`config.mk`:
```
export PLATFORM = sky130hd
export DESIGN_NAME = dmw_unit
export DESIGN_NICKNAME = d
export VERILOG_FILES = /design/src/rtl/dmw_pkg.sv /design/src/rtl/dmw_ptr_regs.sv /design/src/rtl/dmw_resolve.sv /design/src/rtl/dmw_ram.sv /design/src/rtl/dmw_unit.sv
export SDC_FILE = /design/constraint.sdc
export NUM_CORES = 1
export LEC_CHECK = 0
export ABC_AREA = 1
export BUFFER_PORTS_ARGS = -buffer_cell sky130_fd_sc_hd__buf_2
export CAP_MARGIN = 40
export CORE_MARGIN = 3
export CORE_UTILIZATION = 63
export DETAILED_ROUTE_END_ITERATION = 16
export PLACE_DENSITY_LB_ADDON = 0.15
export SYNTH_ARGS = -nofsm -noshare
export SYNTH_HDL_FRONTEND = slang
export SYNTH_SLANG_ARGS = --single-unit
```
`constraint.sdc`:
```
create_clock -name clk -period 2.56 [get_ports clk]
set_input_delay 0.128 -clock clk [delete_from_list [all_inputs] [get_ports clk]]
set_output_delay 0.128 -clock clk [all_outputs]
set_load 0.005 [all_outputs]
```
`src/rtl/dmw_pkg.sv`:
```
package dmw_pkg;
    localparam int unsigned MAP_AW = 8;

    localparam logic [MAP_AW-1:0] WIN_A_ADDR  = 8'h00;
    localparam logic [MAP_AW-1:0] PTR_A_ADDR  = 8'h01;
    localparam logic [MAP_AW-1:0] WIN_B_ADDR  = 8'h02;
    localparam logic [MAP_AW-1:0] PTR_B_ADDR  = 8'h03;
    localparam logic [MAP_AW-1:0] ACC_ADDR    = 8'h05;
    localparam logic [MAP_AW-1:0] STATUS_ADDR = 8'h0A;

    typedef enum logic [2:0] {
        CL_NONE,
        CL_NULL,
        CL_PTR_A,
        CL_PTR_B,
        CL_ACC,
        CL_STATUS,
        CL_RAM
    } dm_class_e;
endpackage

```
`src/rtl/dmw_ptr_regs.sv`:
```
module dmw_ptr_regs #(
    parameter int unsigned DW = 8
) (
    input  logic          clk,
    input  logic          rst,
    input  logic          wr_a,
    input  logic          wr_b,
    input  logic [DW-1:0] wdata,
    output logic [DW-1:0] ptr_a,
    output logic [DW-1:0] ptr_b
);
    typedef struct packed {
        logic [DW-1:0] a;
        logic [DW-1:0] b;
    } ptr_state_t;

    ptr_state_t st_d, st_q;

    always_comb begin
        st_d = st_q;
        if (wr_a) st_d.a = wdata;
        if (wr_b) st_d.b = wdata;
    end

    always_ff @(posedge clk) begin
        if (rst) st_q <= '0;
        else     st_q <= st_d;
    end

    assign ptr_a = st_q.a;
    assign ptr_b = st_q.b;
endmodule

```
`src/rtl/dmw_resolve.sv`:
```
module dmw_resolve
    import dmw_pkg::*;
#(
    parameter int unsigned AW        = 8,
    parameter int unsigned RAM_BASE  = 32,
    parameter int unsigned RAM_DEPTH = 64,
    localparam int unsigned IW       = (RAM_DEPTH > 1) ? $clog2(RAM_DEPTH) : 1,
    localparam int unsigned RAM_END  = RAM_BASE + RAM_DEPTH
) (
    input  logic [AW-1:0] addr,
    input  logic [AW-1:0] ptr_a,
    input  logic [AW-1:0] ptr_b,
    output dm_class_e     cls,
    output logic [IW-1:0] ram_idx
);
    logic [AW-1:0] eff_d;
    logic          indirect_d;
    logic          eff_is_win;
    logic          in_ram;

    // One level only: the pointer value is the final address.
    always_comb begin
        indirect_d = 1'b0;
        eff_d      = addr;
        if (addr == AW'(WIN_A_ADDR)) begin
            indirect_d = 1'b1;
            eff_d      = ptr_a;
        end else if (addr == AW'(WIN_B_ADDR)) begin
            indirect_d = 1'b1;
            eff_d      = ptr_b;
        end
    end

    assign eff_is_win = (eff_d == AW'(WIN_A_ADDR)) || (eff_d == AW'(WIN_B_ADDR));
    assign in_ram     = (32'(eff_d) >= RAM_BASE) && (32'(eff_d) < RAM_END);
    assign ram_idx    = IW'(32'(eff_d) - RAM_BASE);

    always_comb begin
        cls = CL_NONE;
        if (indirect_d && eff_is_win)           cls = CL_NULL;
        else if (eff_d == AW'(PTR_A_ADDR))      cls = CL_PTR_A;
        else if (eff_d == AW'(PTR_B_ADDR))      cls = CL_PTR_B;
        else if (eff_d == AW'(ACC_ADDR))        cls = CL_ACC;
        else if (eff_d == AW'(STATUS_ADDR))     cls = CL_STATUS;
        else if (in_ram)                        cls = CL_RAM;
    end
endmodule

```
`src/rtl/dmw_ram.sv`:
```
module dmw_ram #(
    parameter int unsigned DW    = 8,
    parameter int unsigned DEPTH = 64,
    localparam int unsigned IW   = (DEPTH > 1) ? $clog2(DEPTH) : 1
) (
    input  logic          clk,
    input  logic          wr,
    input  logic [IW-1:0] idx,
    input  logic [DW-1:0] wdata,
    output logic [DW-1:0] rdata
);
    logic [DW-1:0] cells_q [DEPTH];

    always_ff @(posedge clk) begin
        if (wr) cells_q[idx] <= wdata;
    end

    assign rdata = cells_q[idx];
endmodule

```
`src/rtl/dmw_unit.sv`:
```
module dmw_unit
    import dmw_pkg::*;
#(
    parameter int unsigned DW        = 8,
    parameter int unsigned AW        = 8,
    parameter int unsigned RAM_BASE  = 32,
    parameter int unsigned RAM_DEPTH = 64,
    localparam int unsigned IW       = (RAM_DEPTH > 1) ? $clog2(RAM_DEPTH) : 1
) (
    input  logic          clk,
    input  logic          rst,
    input  logic [AW-1:0] addr,
    input  logic [DW-1:0] wdata,
    input  logic          we,
    output logic [DW-1:0] rdata,
    input  logic [DW-1:0] acc_val,
    input  logic [DW-1:0] status_val,
    output logic          acc_wr,
    output logic          status_wr
);
    dm_class_e     cls;
    logic [IW-1:0] ram_idx;
    logic [DW-1:0] ptr_a_q, ptr_b_q, ram_rd;
    logic [AW-1:0] ptr_a_addr, ptr_b_addr;
    logic          ram_we, ptr_a_we, ptr_b_we;

    assign ptr_a_addr = AW'(ptr_a_q);
    assign ptr_b_addr = AW'(ptr_b_q);

    dmw_resolve #(
        .AW(AW), .RAM_BASE(RAM_BASE), .RAM_DEPTH(RAM_DEPTH)
    ) resolve_i (
        .addr(addr), .ptr_a(ptr_a_addr), .ptr_b(ptr_b_addr),
        .cls(cls), .ram_idx(ram_idx)
    );

    // Exactly one target per access: strobes decode a single class.
    always_comb begin
        ptr_a_we  = we && (cls == CL_PTR_A);
        ptr_b_we  = we && (cls == CL_PTR_B);
        ram_we    = we && (cls == CL_RAM);
        acc_wr    = we && (cls == CL_ACC);
        status_wr = we && (cls == CL_STATUS);
    end

    dmw_ptr_regs #(.DW(DW)) ptrs_i (
        .clk(clk), .rst(rst), .wr_a(ptr_a_we), .wr_b(ptr_b_we),
        .wdata(wdata), .ptr_a(ptr_a_q), .ptr_b(ptr_b_q)
    );

    dmw_ram #(.DW(DW), .DEPTH(RAM_DEPTH)) ram_i (
        .clk(clk), .wr(ram_we), .idx(ram_idx), .wdata(wdata), .rdata(ram_rd)
    );

    always_comb begin
        unique case (cls)
            CL_PTR_A:  rdata = ptr_a_q;
            CL_PTR_B:  rdata = ptr_b_q;
            CL_ACC:    rdata = acc_val;
            CL_STATUS: rdata = status_val;
            CL_RAM:    rdata = ram_rd;
            default:   rdata = '0;
        endcase
    end
endmodule

```
==> results.md <==
Placement:
- The count of buffers added on input and output ports is between 40 and 50.
- Once placement finished, the instance area stood at 26740 sq um.
- The congestion estimate from routability-driven global placement came to approximately 0.95.
- The worst slack at placement is -0.3273 ns.
- After legalization and detailed placement, the total HPWL measured about 43000 um.

Critical path:
- In this run the worst path has a maximum fanout of 6.
- The endpoint arrival time on the critical path is approximately 2.8 ns.
- Traced cell by cell, the critical path runs through inv_2 > o22ai_4 > clkinv_4 > buf_12 > buf_12 > buf_6 > nand2_1 > nand2_1 > nand2_2 > nand2_2 > nand2_1 > nand2_1 > nor2_1 > nand2_1 > nand2_2 > nand2_1 > buf_2.
- The critical path startpoint category is a register.
- The cell that appears most often on the critical path is sky130_fd_sc_hd__nand2_1.
- Data on the critical path is required at its endpoint by ~2.4 ns.
- The largest incremental delay on the critical path is about 0.35 ns.
- The end of the worst register-to-register path is ram_i.cells_q[0][1]$_DFFE_PP_.
- The reg-to-reg startpoint is ptrs_i.ptr_a[0]$_SDFFE_PP0P_.
- The worst setup path is captured at a primary output.
- The setup path with the least slack is of type reg -> out.
- The number of cells traversed by the worst register-to-register path is 10.
- The slack of the worst reg-to-reg path is around 0.21 ns.
- The cell with the largest stage delay on the worst path is sky130_fd_sc_hd__dfxtp_2.

Worst hold path:
- Along the worst hold path, the cell count comes to 1.
- The worst hold path belongs to the class in -> reg.
- The endpoint of the worst hold path is ram_i.cells_q[37][4]$_DFFE_PP_.
- The worst hold path begins at wdata[4].

Timing:
- The slew of the pin with the lowest slew margin is about 0.91 ns.
- The number of endpoints with negative hold slack in the final report came to 0.
- The routed design could run at a clock period as short as just under 3 ns.
- The fmax is around 340 MHz.
- The final setup slack of the worst path is -0.3398 ns.
- The final-report setup violation count is 9.
- The post-route setup TNS is -2.470 ns.
- The max-slew violation count is 0.
- The worst setup skew after layout is around 0.013 ns.
- After layout, the worst path uses 113.3% of the clock period.
- In this run the tightest slew margin relative to its limit is 39.48%.
- Setup repair after global routing could not meet its margin everywhere.

Synthesis:
- The post-synthesis cell count is 2586.
- The count of distinct cell types in the synthesized netlist is 30.
- Of the post-synthesis cell area, the part taken by muxes is 0%.
- The post-synthesis sequential area ratio is 63.93%.
- The main combinational cell family by area after synthesis is simple AND/OR/NAND/NOR gates.
- A synthesized cell averages 9.493 sq um.
- The mapped netlist covers 24550 sq um.
- The count of synthesis-stage warnings from yosys is 0.
- After synthesis the netlist holds a flip-flop and latch count of 528.
- The number of nets in the synthesized netlist is ~2600.
- Of the total synthesized cell area, the portion taken by AND, OR, NAND and NOR gates is approximately 28%.
- The compound-gate portion of the synthesized area is ~1.6%.
- The synthesized-area fraction occupied by adder cells is 0%.
- After Yosys synthesis, XOR and XNOR cells account for less than 1% of the synthesized area.

Power and ir drop:
- Net switching is between 20% and 30% of the power.
- Per report_power, the clock group accounts for ~40% of the total.
- The power density over the cells is 625.1 nW/um^2.
- The analysis attributes to net switching a power of 0.004289 W.
- The share of total power dissipated in sequential elements is ~50%.
- The internal cell power is approximately 0.014 W.
- For this design the static power due to leakage is 13.16 nW.
- IR analysis of the VDD net gives a maximum drop of around 0.74 mV.
- The combinational share of power is between 8 and 9%.

Die:
- The total I/O pin count is 45.
- The die is about 200 um tall.
- In this run the core area contains 71 standard-cell rows.
- Measured along the x axis, the die boundary spans approximately 200 um.
- The area of the core region is approximately 38000 sq um.
- The initial utilization of the core area, before any placement, comes to approximately 65%.
- The area of the die is approximately 41000 sq um.

Global routing:
- The wire length of the first global-routing pass is between 100000 and 150000 um.
- The maximum number of pins on one net before global-route repair is between 50 and 60.
- The sum of overflow across all layers after global routing is 0.
- The number of global-route vias before repair was roughly 18000.
- The global routing usage summed across all routing layers is about 33%.
- The number of antenna violations at the first check in global routing is 1.

Final layout:
- The library cell used most frequently in the layout, excluding fill and tap cells, is sky130_fd_sc_hd__nand2_1.
- The post-synthesis to final-layout area growth is 21.10%.
- The filler cell count in the final layout is 2508.
- The number of antenna diodes in the final layout is 0.
- Summing all non-filler instances in the final layout gives an area of roughly 30000 sq um.
- After the last flow step, the layout net total stands at between 2000 and 3000.
- The register area is between 15000 and 20000 sq um.
- Leaving out fill and tap cells, the most frequent cells in the layout are sky130_fd_sc_hd__nand2_1 (1156), sky130_fd_sc_hd__edfxtp_1 (512), sky130_fd_sc_hd__inv_1 (262).
- The proportion of layout cells with a drive suffix above 1 is between 10% and 20%.
- The area taken by multi-input logic gates is between 7000 and 8000 sq um.

Drt:
- The wire length per cell after detailed routing is 21.14 um.
- The number of vias after detailed routing is roughly 19000.
- The count of nets left with antenna violations once routing finished came out at 0.
- The number of iterations in the first detailed-routing pass is 7.
- The final layout contains routed wiring with a total length of between 70000 and 80000 um.
- The remaining design rule violation count is 0.
- The detailed router finished its first iteration with roughly 2500 violations.
- The via count normalized by instance count is approximately 5.7.

Clock network:
- TritonCTS built the clock tree.
- Clock tree synthesis found a total of 528 sinks.
- The tree is rooted in a sky130_fd_sc_hd__clkbuf_16.
- The clock transition at the register clock pins on the worst setup and hold paths after CTS is about 0.060 ns.
- The clock buffer count from CTS is between 50 and 60.
- The H-tree was split into 2 levels.
- The insertion delay to the later sink of the worst-skew pair is around 0.6 ns.
- The clock passes through at most 3 buffers.

Outcome:
- The run finished, with violations left.
- The checks that failed: setup timing.

Run:
- The tool flagged a number of max-cap violations equal to 0.
[sequential cells by signal, summed over array words and instances, names as in the netlist]
register / flops
ptrs_i.ptr_a: 8
ram_i.cells_q: 512
ptrs_i.ptr_b: 8
[power groups by stage]
stage	Clock, W	Sequential, W	Combinational (W)
finish	0.00744	0.00949	0.00165
global route	0.00780	0.00949	0.00177
CTS	0.00749	0.00949	0.00151
detailed placement	0	0.00967	0.00135
global placement	0	0.00967	0.00133
floorplan	0	0.00968	0.000685
[routing by layer]
layer / vias to the layer above / part of all wire, % / GRT usage, % / wire, um
met4: 0 / 4.4 / 13.59 / 3103
met5: - / 0 / 0 / 0
met1: 8994 / 39 / 46.17 / 27490
met3: 210 / 11 / 6.895 / 7664
li1: 8710 / - / - / -
met2: 1113 / 46 / 52.04 / 32330
[worst max-delay path, delay by kind of cell, from the launching register on]
family          cells  cell delay (ns)
flops               1             0.35
compound gates      1             0.27
buf+inv             6             0.77
simple gates       10             0.75
[worst max path at each step]
stage | from | endpoint | slack [ns] | cells after the start
floorplan | addr[4] | ram_i.cells_q[40][0]$_DFFE_PP_ | 0.22 | 12
global placement | addr[0] | rdata[4] | -0.31 | 19
detailed placement | addr[1] | rdata[4] | -0.33 | 19
CTS | ptrs_i.ptr_b[1]$_SDFFE_PP0P_ | rdata[3] | -0.29 | 14
global route | ptrs_i.ptr_a[1]$_SDFFE_PP0P_ | rdata[5] | -0.42 | 16
finish | ptrs_i.ptr_a[1]$_SDFFE_PP0P_ | rdata[6] | -0.34 | 17
[synth_stat cells]
cell                       number  area (sq um)
sky130_fd_sc_hd__a211oi_1       1         7.510
sky130_fd_sc_hd__a21oi_1       24         120.1
sky130_fd_sc_hd__buf_1          3         11.26
sky130_fd_sc_hd__buf_2         77         385.4
sky130_fd_sc_hd__buf_4          9         67.56
sky130_fd_sc_hd__buf_6          2         22.52
sky130_fd_sc_hd__clkbuf_1      34         127.6
sky130_fd_sc_hd__clkinv_1       2         7.510
sky130_fd_sc_hd__dfxtp_1       16         320.3
sky130_fd_sc_hd__edfxtp_1     512         15370
sky130_fd_sc_hd__inv_1        264         991.0
sky130_fd_sc_hd__inv_2          8         30.03
sky130_fd_sc_hd__nand2_1     1237          4643
sky130_fd_sc_hd__nand2_2        7         43.79
sky130_fd_sc_hd__nand3_1       48         240.2
sky130_fd_sc_hd__nand3_4        1         17.52
sky130_fd_sc_hd__nand3b_1     182          1366
sky130_fd_sc_hd__nand4_1        1         6.260
sky130_fd_sc_hd__nor2_1        93         349.1
sky130_fd_sc_hd__nor2_2         2         12.51
sky130_fd_sc_hd__nor2_4         2         22.52
sky130_fd_sc_hd__nor2_8         1         20.02
sky130_fd_sc_hd__nor3_1         2         10.01
sky130_fd_sc_hd__nor3_2         6         60.06
sky130_fd_sc_hd__nor4_1         1         6.260
sky130_fd_sc_hd__o21ai_0       43         215.2
sky130_fd_sc_hd__o21ai_1        5         25.02
sky130_fd_sc_hd__o21ai_4        1         16.27
sky130_fd_sc_hd__o22ai_4        1         20.02
sky130_fd_sc_hd__xor2_1         1         8.760
[area by class of cell]
class                           count  share of cell area (%)
Sequential cell                   528                   52.82
Multi-Input combinational cell   1661                   26.13
Timing Repair Buffer              270                   9.887
Clock buffer                       63                   4.516
Inverter                          274                   3.485
Tap cell                          511                   2.151
Clock inverter                     32                   1.006
[timing repair]
item                                    CTS  global route
endpoints found under the setup margin   10            10
gates resized for setup                 112            77
hold endpoints to repair                  4             0
gates cloned                             12            11
hold buffers                              2             0
pin swaps                                33            36
setup buffers                            10             6
[metrics by stage]
step                      std cells  total power, W  hold WS [ns]  util (%)
final                          3339         0.01858       0.05771     78.19
after global placement         3205         0.01101        0.3509     70.33
after CTS                      3323         0.01849       0.03582     76.79
after global routing           3339         0.01906       0.06105     78.19
after floorplan                2586         0.01036        0.1971         -
after detailed placement       3205         0.01102        0.3553     70.33
[cells by family after synthesis]
kind of cell | after synthesis
xor gates and xnor gates | 1
buffers and inverters | 399
DFF | 528
AOI/OAI and AO/OA | 75
and+or+nand+nor | 1583
Power figures use the tool's default switching activity.
